## config.mk

```make
export PLATFORM = sky130hd
export DESIGN_NAME = miss_target_queue
export DESIGN_NICKNAME = d
export VERILOG_FILES = /design/src/rtl/mtq_pkg.sv /design/src/rtl/mtq_data.sv /design/src/rtl/mtq_ctrl.sv /design/src/rtl/miss_target_queue.sv
export SDC_FILE = /design/constraint.sdc
export NUM_CORES = 1
export LEC_CHECK = 0
export BUFFER_PORTS_ARGS = -buffer_cell sky130_fd_sc_hd__clkbuf_2
export CAP_MARGIN = 25
export CELL_PAD_IN_SITES_DETAIL_PLACEMENT = 1
export CELL_PAD_IN_SITES_GLOBAL_PLACEMENT = 2
export CORE_AREA = 2 2 234 236
export DETAILED_ROUTE_END_ITERATION = 8
export DIE_AREA = 0 0 236 238
export HOLD_SLACK_MARGIN = 0.06
export PLACE_DENSITY_LB_ADDON = 0.1
export REMOVE_ABC_BUFFERS = 1
export SLEW_MARGIN = 5
export SYNTH_ARGS = -nofsm -noshare
export SYNTH_HDL_FRONTEND = slang
export SYNTH_SLANG_ARGS = --single-unit
```

## constraint.sdc

```tcl
create_clock -name clk -period 5 [get_ports clk]
set_clock_uncertainty 0.15 [all_clocks]
set_input_delay 0.25 -clock clk [delete_from_list [all_inputs] [get_ports clk]]
set_output_delay 0.25 -clock clk [all_outputs]
set_load 0.02 [all_outputs]
```

## src/rtl/mtq_pkg.sv

```systemverilog
package mtq_pkg;
  localparam int ORDER_W = 16;
  localparam int READY_W = 32;

  typedef enum logic [2:0] {
    CMD_READ     = 3'd0,
    CMD_READ_EX  = 3'd1,
    CMD_UPGRADE  = 3'd2,
    CMD_WRITE    = 3'd3,
    CMD_PREFETCH = 3'd4
  } cmd_e;

  typedef enum logic [1:0] {
    SRC_CPU   = 2'd0,
    SRC_SNOOP = 2'd1,
    SRC_PREF  = 2'd2
  } src_e;

  typedef struct packed {
    cmd_e               cmd;
    src_e               src;
    logic [ORDER_W-1:0] order;
    logic [READY_W-1:0] ready;
    logic               mark;
  } entry_t;

  // strobes from control to datapath
  typedef struct packed {
    logic wrEn;
    logic rewrEn;
  } strobe_t;

  function automatic logic wantsExcl(cmd_e c);
    return (c == CMD_READ_EX) || (c == CMD_UPGRADE) || (c == CMD_WRITE);
  endfunction
endpackage

```

## src/rtl/mtq_data.sv

```systemverilog
module mtq_data
  import mtq_pkg::*;
#(
  parameter int DEPTH = 8,
  localparam int PTR_W = (DEPTH > 1) ? $clog2(DEPTH) : 1
) (
  input  logic               clk,
  input  logic               rstN,
  input  strobe_t            strobe,
  input  logic [PTR_W-1:0]   wrPtr,
  input  entry_t             wrEntry,
  input  logic [PTR_W-1:0]   headPtr,
  input  logic [PTR_W-1:0]   scanPtr,
  output entry_t             headEntry,
  output logic               scanMark,
  output logic [ORDER_W-1:0] scanOrder
);
  entry_t mem [DEPTH];

  always_ff @(posedge clk or negedge rstN) begin
    if (!rstN) begin
      for (int i = 0; i < DEPTH; i++) mem[i] <= '0;
    end else if (strobe.wrEn) begin
      mem[wrPtr] <= wrEntry;
    end else if (strobe.rewrEn && mem[scanPtr].cmd == CMD_UPGRADE) begin
      mem[scanPtr].cmd <= CMD_READ_EX;
    end
  end

  assign headEntry = mem[headPtr];
  assign scanMark  = mem[scanPtr].mark;
  assign scanOrder = mem[scanPtr].order;

  // a visited upgrade slot holds read-exclusive afterwards
  p_upg_rewritten_r8: assert property (@(posedge clk) disable iff (!rstN)
    (strobe.rewrEn && mem[scanPtr].cmd == CMD_UPGRADE) |=> mem[$past(scanPtr)].cmd == CMD_READ_EX);

  // a visited non-upgrade slot is left intact
  p_other_kept_r8: assert property (@(posedge clk) disable iff (!rstN)
    (strobe.rewrEn && mem[scanPtr].cmd != CMD_UPGRADE) |=> mem[$past(scanPtr)] == $past(mem[scanPtr]));
endmodule

```

## src/rtl/mtq_ctrl.sv

```systemverilog
module mtq_ctrl
  import mtq_pkg::*;
#(
  parameter int DEPTH = 8,
  localparam int PTR_W = (DEPTH > 1) ? $clog2(DEPTH) : 1,
  localparam int CNT_W = $clog2(DEPTH + 1)
) (
  input  logic               clk,
  input  logic               rstN,
  input  logic               pushValid,
  input  cmd_e               pushCmd,
  input  src_e               pushSrc,
  input  logic               popValid,
  input  logic               flagReset,
  input  logic               rewriteStart,
  input  logic               pendScanStart,
  input  logic               scanMark,
  input  logic [ORDER_W-1:0] scanOrder,
  output strobe_t            strobe,
  output logic [PTR_W-1:0]   wrPtr,
  output logic [PTR_W-1:0]   headPtr,
  output logic [PTR_W-1:0]   scanPtr,
  output logic [CNT_W-1:0]   count,
  output logic               needsExcl,
  output logic               hasUpgrade,
  output logic               scanBusy,
  output logic               scanDone,
  output logic               clearPendValid,
  output logic [ORDER_W-1:0] clearPendOrder,
  output logic               overflowErr
);
  localparam logic [CNT_W-1:0] CNT_FULL = CNT_W'(DEPTH);
  localparam logic [PTR_W-1:0] LAST_PTR = PTR_W'(DEPTH - 1);
  localparam logic [PTR_W:0]   DEPTH_S  = (PTR_W + 1)'(DEPTH);

  logic [PTR_W-1:0] headQ, tailQ;
  logic [CNT_W-1:0] countQ, idxQ;
  logic busyQ, kindRewQ, needsQ, upgQ;
  logic startReq, opsOk, full, doPush, doPop, lastVisit, upgWalk;
  logic [PTR_W:0] ptrSum;

  function automatic logic [PTR_W-1:0] bump(input logic [PTR_W-1:0] p);
    return (p == LAST_PTR) ? '0 : p + 1'b1;
  endfunction

  always_comb begin
    startReq  = !busyQ && (rewriteStart || pendScanStart);
    opsOk     = !busyQ && !startReq;
    full      = (countQ == CNT_FULL);
    doPush    = opsOk && pushValid && !full;
    doPop     = opsOk && popValid && (countQ != '0);
    lastVisit = busyQ && (idxQ == countQ - CNT_W'(1));
    upgWalk   = upgQ && (countQ != '0);
    ptrSum    = (PTR_W + 1)'(headQ) + (PTR_W + 1)'(idxQ);
    scanPtr   = (ptrSum >= DEPTH_S) ? PTR_W'(ptrSum - DEPTH_S) : PTR_W'(ptrSum);
    strobe.wrEn   = doPush;
    strobe.rewrEn = busyQ && kindRewQ;
  end

  always_ff @(posedge clk or negedge rstN) begin
    if (!rstN) begin
      headQ <= '0; tailQ <= '0; countQ <= '0; idxQ <= '0;
      busyQ <= 1'b0; kindRewQ <= 1'b0; needsQ <= 1'b0; upgQ <= 1'b0;
      scanDone <= 1'b0; clearPendValid <= 1'b0; clearPendOrder <= '0; overflowErr <= 1'b0;
    end else begin
      scanDone       <= 1'b0;
      clearPendValid <= 1'b0;
      overflowErr    <= opsOk && pushValid && full;
      if (doPush) tailQ <= bump(tailQ);
      if (doPop)  headQ <= bump(headQ);
      countQ <= countQ + CNT_W'(doPush) - CNT_W'(doPop);

      if (busyQ) begin
        if (!kindRewQ) begin
          clearPendValid <= scanMark;
          clearPendOrder <= scanOrder;
        end
        if (lastVisit) begin
          busyQ    <= 1'b0;
          scanDone <= 1'b1;
        end else begin
          idxQ <= idxQ + CNT_W'(1);
        end
      end else if (startReq) begin
        idxQ     <= '0;
        kindRewQ <= rewriteStart;
        if (rewriteStart ? upgWalk : (countQ != '0)) busyQ <= 1'b1;
        else scanDone <= 1'b1;
      end

      if (flagReset) begin
        needsQ <= 1'b0;
        upgQ   <= 1'b0;
      end else begin
        if (doPush && pushSrc != SRC_SNOOP) begin
          if (wantsExcl(pushCmd)) needsQ <= 1'b1;
          if (pushCmd == CMD_UPGRADE) upgQ <= 1'b1;
        end
        if (busyQ && kindRewQ && lastVisit) upgQ <= 1'b0;
        if (startReq && rewriteStart && !upgWalk) upgQ <= 1'b0;
      end
    end
  end

  assign wrPtr      = tailQ;
  assign headPtr    = headQ;
  assign count      = countQ;
  assign needsExcl  = needsQ;
  assign hasUpgrade = upgQ;
  assign scanBusy   = busyQ;

  p_no_overflow_r6: assert property (@(posedge clk) disable iff (!rstN) countQ <= CNT_FULL);

  p_ovf_when_full_r6: assert property (@(posedge clk) disable iff (!rstN)
    overflowErr |-> $past(countQ) == CNT_FULL);

  p_excl_set_r1: assert property (@(posedge clk) disable iff (!rstN)
    (doPush && pushSrc != SRC_SNOOP && wantsExcl(pushCmd) && !flagReset) |=> needsQ);

  p_snoop_flags_r3: assert property (@(posedge clk) disable iff (!rstN)
    (pushValid && pushSrc == SRC_SNOOP && !flagReset && !busyQ && !rewriteStart)
      |=> (needsQ == $past(needsQ)) && (upgQ == $past(upgQ)));

  p_flag_reset_r4: assert property (@(posedge clk) disable iff (!rstN)
    flagReset |=> !needsQ && !upgQ);

  p_upg_cleared_r8: assert property (@(posedge clk) disable iff (!rstN)
    (busyQ && kindRewQ && lastVisit) |=> !upgQ && scanDone);

  p_pend_in_walk_r9: assert property (@(posedge clk) disable iff (!rstN)
    clearPendValid |-> $past(busyQ && !kindRewQ));

  p_busy_freeze_r10: assert property (@(posedge clk) disable iff (!rstN)
    busyQ |=> countQ == $past(countQ));
endmodule

```

## src/rtl/miss_target_queue.sv

```systemverilog
module miss_target_queue
  import mtq_pkg::*;
#(
  parameter int DEPTH = 8,
  localparam int PTR_W = (DEPTH > 1) ? $clog2(DEPTH) : 1,
  localparam int CNT_W = $clog2(DEPTH + 1)
) (
  input  logic               clk,
  input  logic               rstN,
  input  logic               pushValid,
  input  logic [2:0]         pushCmd,
  input  logic [1:0]         pushSrc,
  input  logic [15:0]        pushOrder,
  input  logic [31:0]        pushReady,
  input  logic               pushMark,
  input  logic               popValid,
  input  logic               flagReset,
  input  logic               rewriteStart,
  input  logic               pendScanStart,
  output logic               headValid,
  output logic [2:0]         headCmd,
  output logic [1:0]         headSrc,
  output logic [15:0]        headOrder,
  output logic [31:0]        headReady,
  output logic               headMark,
  output logic [CNT_W-1:0]   count,
  output logic               needsExcl,
  output logic               hasUpgrade,
  output logic               scanBusy,
  output logic               scanDone,
  output logic               clearPendValid,
  output logic [15:0]        clearPendOrder,
  output logic               overflowErr
);
  strobe_t          strobe;
  logic [PTR_W-1:0] wrPtr, headPtr, scanPtr;
  entry_t           wrEntry, headEntry;
  logic             scanMark;
  logic [ORDER_W-1:0] scanOrder;

  assign wrEntry = '{cmd: cmd_e'(pushCmd), src: src_e'(pushSrc), order: pushOrder,
                     ready: pushReady, mark: pushMark};

  mtq_ctrl #(.DEPTH(DEPTH)) u_ctrl (
    .clk(clk), .rstN(rstN), .pushValid(pushValid), .pushCmd(cmd_e'(pushCmd)),
    .pushSrc(src_e'(pushSrc)), .popValid(popValid), .flagReset(flagReset),
    .rewriteStart(rewriteStart), .pendScanStart(pendScanStart),
    .scanMark(scanMark), .scanOrder(scanOrder), .strobe(strobe), .wrPtr(wrPtr),
    .headPtr(headPtr), .scanPtr(scanPtr), .count(count), .needsExcl(needsExcl),
    .hasUpgrade(hasUpgrade), .scanBusy(scanBusy), .scanDone(scanDone),
    .clearPendValid(clearPendValid), .clearPendOrder(clearPendOrder),
    .overflowErr(overflowErr)
  );

  mtq_data #(.DEPTH(DEPTH)) u_data (
    .clk(clk), .rstN(rstN), .strobe(strobe), .wrPtr(wrPtr), .wrEntry(wrEntry),
    .headPtr(headPtr), .scanPtr(scanPtr), .headEntry(headEntry),
    .scanMark(scanMark), .scanOrder(scanOrder)
  );

  assign headValid = (count != '0);
  assign headCmd   = headEntry.cmd;
  assign headSrc   = headEntry.src;
  assign headOrder = headEntry.order;
  assign headReady = headEntry.ready;
  assign headMark  = headEntry.mark;
endmodule

```

==> results of run 1 <==
power groups by stage:
stage | Combinational, mW | Clock, mW | Sequential [mW]
CTS | 6.66 | 4.04 | 5.52
floorplan | 4.29 | 0 | 5.69
detailed placement | 6.60 | 0 | 5.56
global placement | 6.47 | 0 | 5.53
finish | 6.57 | 3.93 | 5.52
global route | 7.13 | 4.20 | 5.65
final cells by class:
| type | count | area (um^2) |
|---|---|---|
| fill | 5519 | 26800 |
| sequential | 469 | 11700 |
| multi-input combinational | 1210 | 10500 |
| clock buffer | 92 | 1730 |
| timing repair buffer | 243 | 1710 |
| tap | 696 | 871 |
| inverter | 36 | 135 |
| clock inverter | 6 | 48.8 |
| antenna | 2 | 5.00 |
final timing paths:
path / cells after the start / end / startpoint
setup / recovery: 5 / headReady[11] / u_ctrl.headPtr[0]
hold / removal: 2 / u_data.mem[170] / rstN
setup reg to reg: 8 / u_data.mem[322] / u_ctrl.headPtr[0]
hold reg to reg: 2 / u_data.mem[386] / u_data.mem[386]
max in group asynchronous: 3 / u_ctrl.headPtr[2] / rstN
min in group clk: 4 / u_data.mem[375] / pushValid
cell families after synthesis:
| logic type | Yosys count |
|---|---|
| muxes | 453 |
| AOI/OAI and AO/OA | 119 |
| and+or+nand+nor | 609 |
| adders and majority gates | 18 |
| buffers and inverters | 155 |
| xor gates and xnor gates | 11 |
| DFF | 469 |
Yosys cell counts, drive strengths merged (4+ instances only):
master,number
mux2i,13
o221a,4
clkbuf,73
nor3,6
o211ai,7
a22oi,16
nand2b,10
o22ai,10
o21ai,37
nor4,5
buf,46
a21oi,13
dfrtp,469
ha,16
nand2,514
nand3,18
nor2b,12
xor2,4
xnor2,5
nand3b,4
a2111oi,4
a31oi,13
inv,36
nor2,28
mux2,308
mux4,132
per-layer routing:
metal / global-route usage (%) / share of wire (%) / vias up
li1: - / - / 6789
met1: 33.7 / 46 / 8227
met2: 39.5 / 48 / 297
met3: 3.19 / 3.5 / 88
met4: 7.10 / 2.3 / 4
met5: 0 / 0.037 / -
what timing repair did:
action | in CTS | in global routing
endpoints found under the hold margin | 551 | 0
resized for setup | 0 | 0
hold buffers | 61 | 0
per-stage QoR:
stage	setup TNS (ns)	cells
floorplan	-140.84	1715
global placement	0	2589
detailed placement	0	2591
CTS	0	2750
global route	0	2753
finish	0	2754
sequential cells by signal (all words and copies together), names as in the netlist:
signal                 cells
u_ctrl.idxQ                4
u_ctrl.overflowErr         1
u_ctrl.clearPendValid      1
u_ctrl.scanBusy            1
u_ctrl.clearPendOrder     16
u_ctrl.scanDone            1
u_ctrl.kindRewQ            1
u_ctrl.count               4
u_ctrl.wrPtr               3
u_ctrl.needsExcl           1
u_ctrl.headPtr             3
u_data.mem               432
u_ctrl.hasUpgrade          1
==> impl_metrics.json, run 1 <==
{
  "final_nets": 2093,
  "grt_pass1_wl_um": 104000,
  "status": "finished, final reports clean",
  "synth_top_area_share_pct": 51.5,
  "yosys.area_share.adder_pct": 1.05,
  "synth_top_family_by_area": "multiplexers",
  "gp_congestion": 0.774,
  "port_buffers": 141,
  "die_x_um": 236,
  "setup_viol": 0,
  "totalWireLength_um": 65700,
  "yosysWarningCount": 0,
  "route.detailed.drc": 0,
  "row_count": 85,
  "num_vias": 15400,
  "intPower_mw": 10.0,
  "final_common_cell": "nand2_1",
  "cts_root_buffer": "clkbuf_16",
  "grt_max_degree": 141,
  "worstSetupPathType": "reg -> out",
  "cts_tree": "done",
  "post-route-util_pct": 49.9,
  "cp_data_required_time_ns": 4.60,
  "slew_headroom_pct": 28.1,
  "start_util_pct": 42.6,
  "ys.flop_type": "dfrtp_1",
  "cp_slowest_cell": "buf_4",
  "path_cells": "buf_4 -> buf_4 -> mux4_2 -> mux2_2 -> clkbuf_2",
  "detailed_place.area_um2": 24300,
  "synth_compound_area_share_pct": 3.36,
  "rsz0062_at_grt": "false",
  "synth_xor_area_share_pct": 0.549,
  "syn_inst": 1834,
  "clk_path_buf_depth": 3,
  "layout-drive-gt1-share_pct": 34.2,
  "cts_buffers": 54,
  "max-cap-violations": 0,
  "ys_ff_latch": 469,
  "antenna_left": 0,
  "cp_max_fo": 40,
  "path_clk_slew_ns": 0.06,
  "clkPwrFrac_pct": 24.5,
  "core_area_um2": 53500,
  "clock.fmax_ghz": 0.242,
  "syn_area_um2": 22800,
  "final_cell_mix": "nand2_1 (514), dfrtp_1 (466), mux2_2 (236)",
  "dr.pass1.iters": 4,
  "swShare_pct": 37.6,
  "cts_htree_levels": 2,
  "p_seq_share_pct": 34.5,
  "cp_top_family": "buffers and inverters",
  "comb_power_share_pct": 41.0,
  "start_kind": "register",
  "drt_iter0_drc": 923,
  "synthSimpleGateAreaFrac_pct": 11.1,
  "cp_num_buf_inv": 3,
  "cpMostUsedCell": "buf_4",
  "hold_ws_ns": 0.115,
  "insertion_delay_ns": 0.61,
  "syn_to_final_growth_pct": 17.0,
  "power.switching_mw": 6.02,
  "synth_top_area_cell": "dfrtp_1",
  "antenna_found_initial": 3,
  "synth_area_per_cell_um2": 12.4,
  "wl_per_cell_um": 23.9,
  "crit_path_end_kind": "output pin",
  "stdcell_area_um2": 26700,
  "worstHoldPathType": "in -> async",
  "async_flop_share_pct": 100,
  "final_hold_viol_count": 0,
  "place_hpwl_um": 38000,
  "grtUsageTotal_pct": 24.1,
  "worstPathArrival_ns": 3.74,
  "yosysUniqueCellTypes": 52,
  "dieArea_um2": 56200,
  "post_cts_buffers": 0,
  "io-pin-count": 142,
  "clock_sinks": 469,
  "r2r_setup_slack_ns": 1.27,
  "leakage_nw": 13.1,
  "fin_crit_sh_pct": 82.8,
  "place_ws_ns": 1.29,
  "gr-total-overflow": 0,
  "slowest_delay_ns": 0.79,
  "irDropWorstVdd_mv": 0.444,
  "muxShareOfSynthArea_pct": 29.6,
  "maxSlewViolCount": 0,
  "synthTopCellsByArea": "dfrtp_1 (51%), mux4_2 (13%), mux2_2 (12%), nand2_1 (8.5%), mux2_4 (3.2%)",
  "fin_ws_ns": 0.861,
  "tightest_slew_ns": 1.08,
  "fin_crit_ns": 4.14,
  "synth_edf_count": 0,
  "ys_seq_area_share_pct": 51.5,
  "die_h_um": 238,
  "power_mw": 16.0,
  "grt_pass1_vias": 16700,
  "avgViaCountPerCell": 5.59,
  "power.density_nw_per_um2": 600
}
Power figures use the tool's default switching activity.
==> run 2: changes to the inputs <==
--- a/config.mk
+++ b/config.mk
@@ -9,9 +9,9 @@
 export CAP_MARGIN = 25
 export CELL_PAD_IN_SITES_DETAIL_PLACEMENT = 1
 export CELL_PAD_IN_SITES_GLOBAL_PLACEMENT = 2
-export CORE_AREA = 2 2 234 236
+export CORE_AREA = 2 2 248 250
 export DETAILED_ROUTE_END_ITERATION = 8
-export DIE_AREA = 0 0 236 238
+export DIE_AREA = 0 0 250 252
 export HOLD_SLACK_MARGIN = 0.06
 export PLACE_DENSITY_LB_ADDON = 0.1
 export REMOVE_ABC_BUFFERS = 1
==> constraint.sdc (replaced) <==
create_clock -name clk -period 3.7 [get_ports clk]
set_clock_uncertainty 0.15 [all_clocks]
set_input_delay 0.185 -clock clk [delete_from_list [all_inputs] [get_ports clk]]
set_output_delay 0.185 -clock clk [all_outputs]
set_load 0.02 [all_outputs]
==> run 2 against run 1 <==
  * Setup slack lost 0.45 ns
  * Global-route usage shrank 1.7 points
  * Combinational power grew 38%
  * Critical path depth up 3
  * Non-clock buffer count up 10
  * Cell count grew 3.6%
  * Sequential power is 34% higher
  * Register-to-register slack worse by 0.85 ns
  * Core utilization decreased by 5.1 points
  * First-iteration DRC count increased by 2.8%
  * Cell area is 1.0% higher
==> impl_metrics.json, run 2 (synthesized netlist as in run 1, its figures left out) <==
{
  "drt_iter0_drc": 949,
  "route.detailed.drc": 0,
  "worstSetupPathType": "reg -> reg",
  "largest_register_ffs": 432,
  "die_x_um": 250,
  "grtUsageTotal_pct": 22.4,
  "finalNonFillerCells": 2853,
  "clock_sinks": 469,
  "max-cap-violations": 0,
  "fin_crit_sh_pct": 88.8,
  "rsz0062_at_grt": "false",
  "final_common_cell": "nand2_1",
  "irDropWorstVdd_mv": 0.542,
  "port_buffers": 141,
  "top_regs": "u_data.mem x432, u_ctrl.clearPendOrder x16",
  "slew_headroom_pct": 36.7,
  "wl_per_cell_um": 24.2,
  "cp_slowest_cell": "nor4b_2",
  "io-pin-count": 142,
  "crit_path_end_kind": "register",
  "cts_htree_levels": 2,
  "final_nets": 2104,
  "post-route-util_pct": 44.8,
  "cts.hold.buffers_added": 62,
  "fin_crit_ns": 3.28,
  "cpMostUsedCell": "buf_4",
  "syn_to_final_growth_pct": 18.2,
  "cts_root_buffer": "clkbuf_16",
  "row_count": 90,
  "place_ws_ns": 0.592,
  "maxSlewViolCount": 0,
  "top_layer": "met5",
  "slowest_delay_ns": 0.67,
  "hold_ws_ns": 0.0690,
  "worstHoldPathType": "in -> async",
  "cp_max_fo": 11,
  "layout-drive-gt1-share_pct": 34.9,
  "core_area_um2": 60100,
  "antenna_found_initial": 3,
  "place_hpwl_um": 39900,
  "path_cells": "buf_4 -> nor4b_2 -> nand2_1 -> buf_4 -> nor3_1 -> a31oi_1 -> a2111oi_0 -> dlygate4sd3_1",
  "die_h_um": 252,
  "gp_congestion": 0.774,
  "start_util_pct": 37.9,
  "avgViaCountPerCell": 5.43,
  "gr-total-overflow": 0,
  "clock.fmax_ghz": 0.304,
  "largest-register": "u_data.mem",
  "dr.pass1.iters": 4,
  "dieArea_um2": 63000,
  "tightest_slew_ns": 0.949,
  "fin_ws_ns": 0.416,
  "insertion_delay_ns": 0.59,
  "fillers": 6307,
  "grt_pass1_wl_um": 108000,
  "fin_tns_setup_ns": 0,
  "path_clk_slew_ns": 0.06,
  "cts_resized": 0,
  "wl_met2_um": 33000,
  "seqCellArea_um2": 11700,
  "cp_data_required_time_ns": 4.08,
  "cts_tree": "done",
  "grt_pass1_vias": 16800,
  "setup_viol": 0,
  "final_cell_mix": "nand2_1 (514), dfrtp_1 (466), mux2_2 (236)",
  "worstPathArrival_ns": 3.66,
  "cts_buffers": 55,
  "wl_met1_um": 32200,
  "routed-wl-met3_um": 2510,
  "dp.cells": 2688,
  "post_cts_buffers": 0,
  "final_hold_viol_count": 0,
  "start_kind": "register",
  "totalWireLength_um": 69000,
  "r2r_setup_slack_ns": 0.42,
  "status": "finished, final reports clean",
  "multi_input_area_um2": 10500,
  "leakage_nw": 13.2,
  "antenna_left": 0,
  "grt_max_degree": 110,
  "num_vias": 15500,
  "power.density_nw_per_um2": 808,
  "clk_path_buf_depth": 3
}
-- run 2: changes by cell type in the layout (fill, tap and decap cells not counted), sizes merged --
| cell | delta |
|---|---|
| inv | -2 |
| dlygate4sd3 | +1 |
| bufinv | +1 |
| clkinv | +17 |
| buf | +9 |
| clkinvlp | +1 |
| clkbuf | -14 |
-- run 2: per-layer routing --
layer	up-vias	global-route usage, %
li1	6818	-
met3	83	3.44
met5	-	0
met1	8314	31.4
met4	2	4.77
met2	261	37.1
-- run 2: area by class of cell --
cell class	count	share of cell area [%]
diodes	2	0.0186
clock buffers	78	5.99
clock inverters	23	0.543
inverters	36	0.501
multi-input cells	1210	38.8
flip-flops and latches	469	43.6
well taps	782	3.63
repair buffers	253	7.00
-- run 2: worst max-delay path: cells and delay by family (launching register included) --
kind,cells,cell delay (ns)
AND/OR/NAND/NOR,3,1.16
buffers and inverters,3,0.98
flip-flops,1,0.37
AO/OA/AOI/OAI,2,0.55
-- run 2: path summary, 6_finish.rpt --
kind	to	start	cells past startpoint
setup reg to reg	u_ctrl.hasUpgrade	u_ctrl.scanBusy	8
hold / removal	u_data.mem[400]	rstN	2
setup / recovery	u_ctrl.hasUpgrade	u_ctrl.scanBusy	8
min in group clk	u_data.mem[328]	pushReady[3]	4
max in group asynchronous	u_data.mem[61]	rstN	3
hold reg to reg	u_data.mem[344]	u_data.mem[344]	2
-- run 2: through the flow --
| stage | power (mW) | cell area, um^2 |
|---|---|---|
| 2_1_floorplan | 13.5 | 22300 |
| 3_3_place_gp | 16.4 | 24600 |
| 3_5_place_dp | 16.7 | 24600 |
| 4_1_cts | 22.2 | 27000 |
| 5_1_grt | 23.2 | 27000 |
| 6_report | 21.8 | 27000 |
-- run 2: power by group --
group          internal [mW]  switching, mW  leakage (nW)  total, mW
logic                   3.99           5.09          6.07       9.08
registers               6.45          0.962          6.23       7.41
clock network           3.09           2.22         0.890       5.31
total                   13.5           8.27          13.2       21.8
==> run 3: changes to the inputs <==
==> constraint.sdc (replaced) <==
create_clock -name clk -period 2.7 [get_ports clk]
set_clock_uncertainty 0.15 [all_clocks]
set_input_delay 0.135 -clock clk [delete_from_list [all_inputs] [get_ports clk]]
set_output_delay 0.135 -clock clk [all_outputs]
set_load 0.02 [all_outputs]
==> run 3 against run 2 <==
  * Register-to-register slack lost 0.50 ns
  * Clock power grew 47%
  * Routed wire length rose by 6.7%
  * Core utilization is 3.8 points higher
  * Cell count rose by 3.3%
  * Setup slack worse by 0.50 ns
  * Global-route usage up 1.2 points
  * The run now ends with setup timing left
  * Via count is 3.2% higher
  * Die area unchanged
  * Cell area grew 8.5%
  * Hold slack improved by 0.043 ns
  * Combinational power grew 88%
  * Critical endpoint is now u_data.mem[51]
==> impl_metrics.json, run 3 (synthesized netlist as in run 1, its figures left out) <==
{
  "leakage_nw": 14.2,
  "cp_slowest_cell": "fa_2",
  "cts_root_buffer": "clkbuf_16",
  "max-cap-violations": 0,
  "totalWireLength_um": 73600,
  "layout-drive-gt1-share_pct": 39.5,
  "core_area_um2": 60100,
  "die_x_um": 250,
  "slowest_delay_ns": 0.65,
  "top_regs": "u_data.mem x432, u_ctrl.clearPendOrder x16",
  "largest-register": "u_data.mem",
  "slew_headroom_pct": 53.3,
  "failed_checks": "setup timing",
  "row_count": 90,
  "insertedDiodeCount": 0,
  "drt_iter0_drc": 852,
  "dr.pass1.iters": 4,
  "fin_crit_ns": 2.79,
  "clk_path_buf_depth": 3,
  "finalNonFillerCells": 2946,
  "status": "finished with violations",
  "route.detailed.drc": 0,
  "post-route-util_pct": 48.6,
  "power.density_nw_per_um2": 1200,
  "die_h_um": 252,
  "crit_path_end_kind": "register",
  "cp_top_family": "adder cells",
  "final_common_cell": "nand2_1",
  "rsz0062_at_grt": "true",
  "path_clk_slew_ns": 0.06,
  "clock.fmax_ghz": 0.359,
  "cp_data_required_time_ns": 3.05,
  "gr-total-overflow": 0,
  "dp.cells": 2742,
  "grt_max_degree": 58,
  "worstPathArrival_ns": 3.14,
  "cts_tree": "done",
  "syn_to_final_growth_pct": 28.2,
  "cp_num_buf_inv": 4,
  "final_hold_viol_count": 0,
  "fin_crit_sh_pct": 103,
  "largest_register_ffs": 432,
  "worstSetupPathType": "reg -> reg",
  "port_buffers": 141,
  "cp_max_fo": 6,
  "io-pin-count": 142,
  "start_kind": "register",
  "final_cell_mix": "nand2_1 (509), dfrtp_1 (466), mux2_2 (203)",
  "place_hpwl_um": 42400,
  "dieArea_um2": 63000,
  "avgViaCountPerCell": 5.42,
  "irDropWorstVdd_mv": 0.589,
  "power_mw": 35.1,
  "final_nets": 2202,
  "antenna_left": 0,
  "gp_congestion": 0.808,
  "cts_buffers": 56,
  "grt_pass1_vias": 17600,
  "fillers": 6145,
  "clock_sinks": 469,
  "grt_pass1_wl_um": 113000,
  "maxSlewViolCount": 0,
  "cpMostUsedCell": "buf_12",
  "worstHoldPathType": "in -> reg",
  "tightest_slew_ns": 0.701,
  "wl_per_cell_um": 25.0,
  "insertion_delay_ns": 0.62,
  "hold_ws_ns": 0.112,
  "cts_htree_levels": 2,
  "fin_ws_ns": -0.0885,
  "num_vias": 16000,
  "path_cells": "buf_12 -> ha_4 -> inv_2 -> fa_2 -> mux4_2 -> mux2i_4 -> o21ai_4 -> buf_6 -> buf_12 -> o221a_4",
  "start_util_pct": 37.9,
  "setup_viol": 54,
  "grtUsageTotal_pct": 23.6,
  "antenna_found_initial": 3
}
run 3: changes by cell type in the layout (fill, tap and decap cells not counted), sizes merged:
cell      change
buf         +132
clkbuf       -30
clkinv       -13
bufinv        +4
diode         -2
inv           +2
clkinvlp      -1
xnor3         +1
run 3: worst paths after layout:
check                               endpoint  slack, ns               from  cells past startpoint
setup / recovery              u_data.mem[51]      -0.09  u_ctrl.headPtr[0]                     10
hold / removal             u_ctrl.hasUpgrade       0.11          flagReset                      3
setup reg to reg              u_data.mem[51]      -0.09  u_ctrl.headPtr[0]                     10
hold reg to reg              u_data.mem[112]       0.32    u_data.mem[112]                      2
max in group asynchronous     u_data.mem[43]       1.71               rstN                      3
min in group asynchronous    u_data.mem[346]       0.15               rstN                      3
run 3: per-layer routing:
layer / part of all wire [%] / GRT usage (%) / wire length (um) / vias up
met5: 0.045 / 0 / 33 / -
met4: 1.7 / 5.46 / 1280 / 6
met3: 3.6 / 3.44 / 2650 / 86
met2: 48 / 39.2 / 35500 / 302
met1: 46 / 32.9 / 34200 / 8545
li1: - / - / - / 7035
run 3: what timing repair did:
item / 4_1_cts / 5_1_grt
cloned: 11 / 4
resized for setup: 114 / 162
endpoints found under the setup margin: 70 / 189
buffers inserted: 15 / 14
hold buffers: 63 / 0
pin swaps: 4 / 21
hold endpoints to repair: 869 / 0
run 3: layout make-up:
cell class / count / area, um^2 / area share, %
clock buffers: 84 / 1670 / 5.70
clock inverters: 15 / 221 / 0.757
inverters: 36 / 135 / 0.462
multi-input cells: 1211 / 10900 / 37.1
flip-flops and latches: 469 / 11700 / 40.2
well taps: 782 / 978 / 3.35
repair buffers: 349 / 3650 / 12.5
run 3: stage by stage:
step                      TNS (ns)  instance area [um^2]  setup slack, ns
after CTS                    -4.32                 28600           -0.112
after floorplan            -722.74                 22300            -5.56
after global routing         -5.83                 29300           -0.159
after detailed placement   -0.0497                 25200          -0.0497
final                        -1.48                 29300          -0.0885
after global placement           0                 25200           0.0122
run 3: where the power goes:
group	internal, mW	switching (mW)
registers	8.84	1.27
logic	8.60	8.53
clock network	4.71	3.12
total	22.2	12.9
run 3: worst reg2reg max path, stage by stage, from the launching register on:
cell and delay (ns):
dfrtp_4 0.44, buf_12 0.12, ha_4 0.12, inv_2 0.03
fa_2 0.65, mux4_2 0.36, mux2i_4 0.20, o21ai_4 0.08
buf_6 0.15, buf_12 0.13, o221a_4 0.24
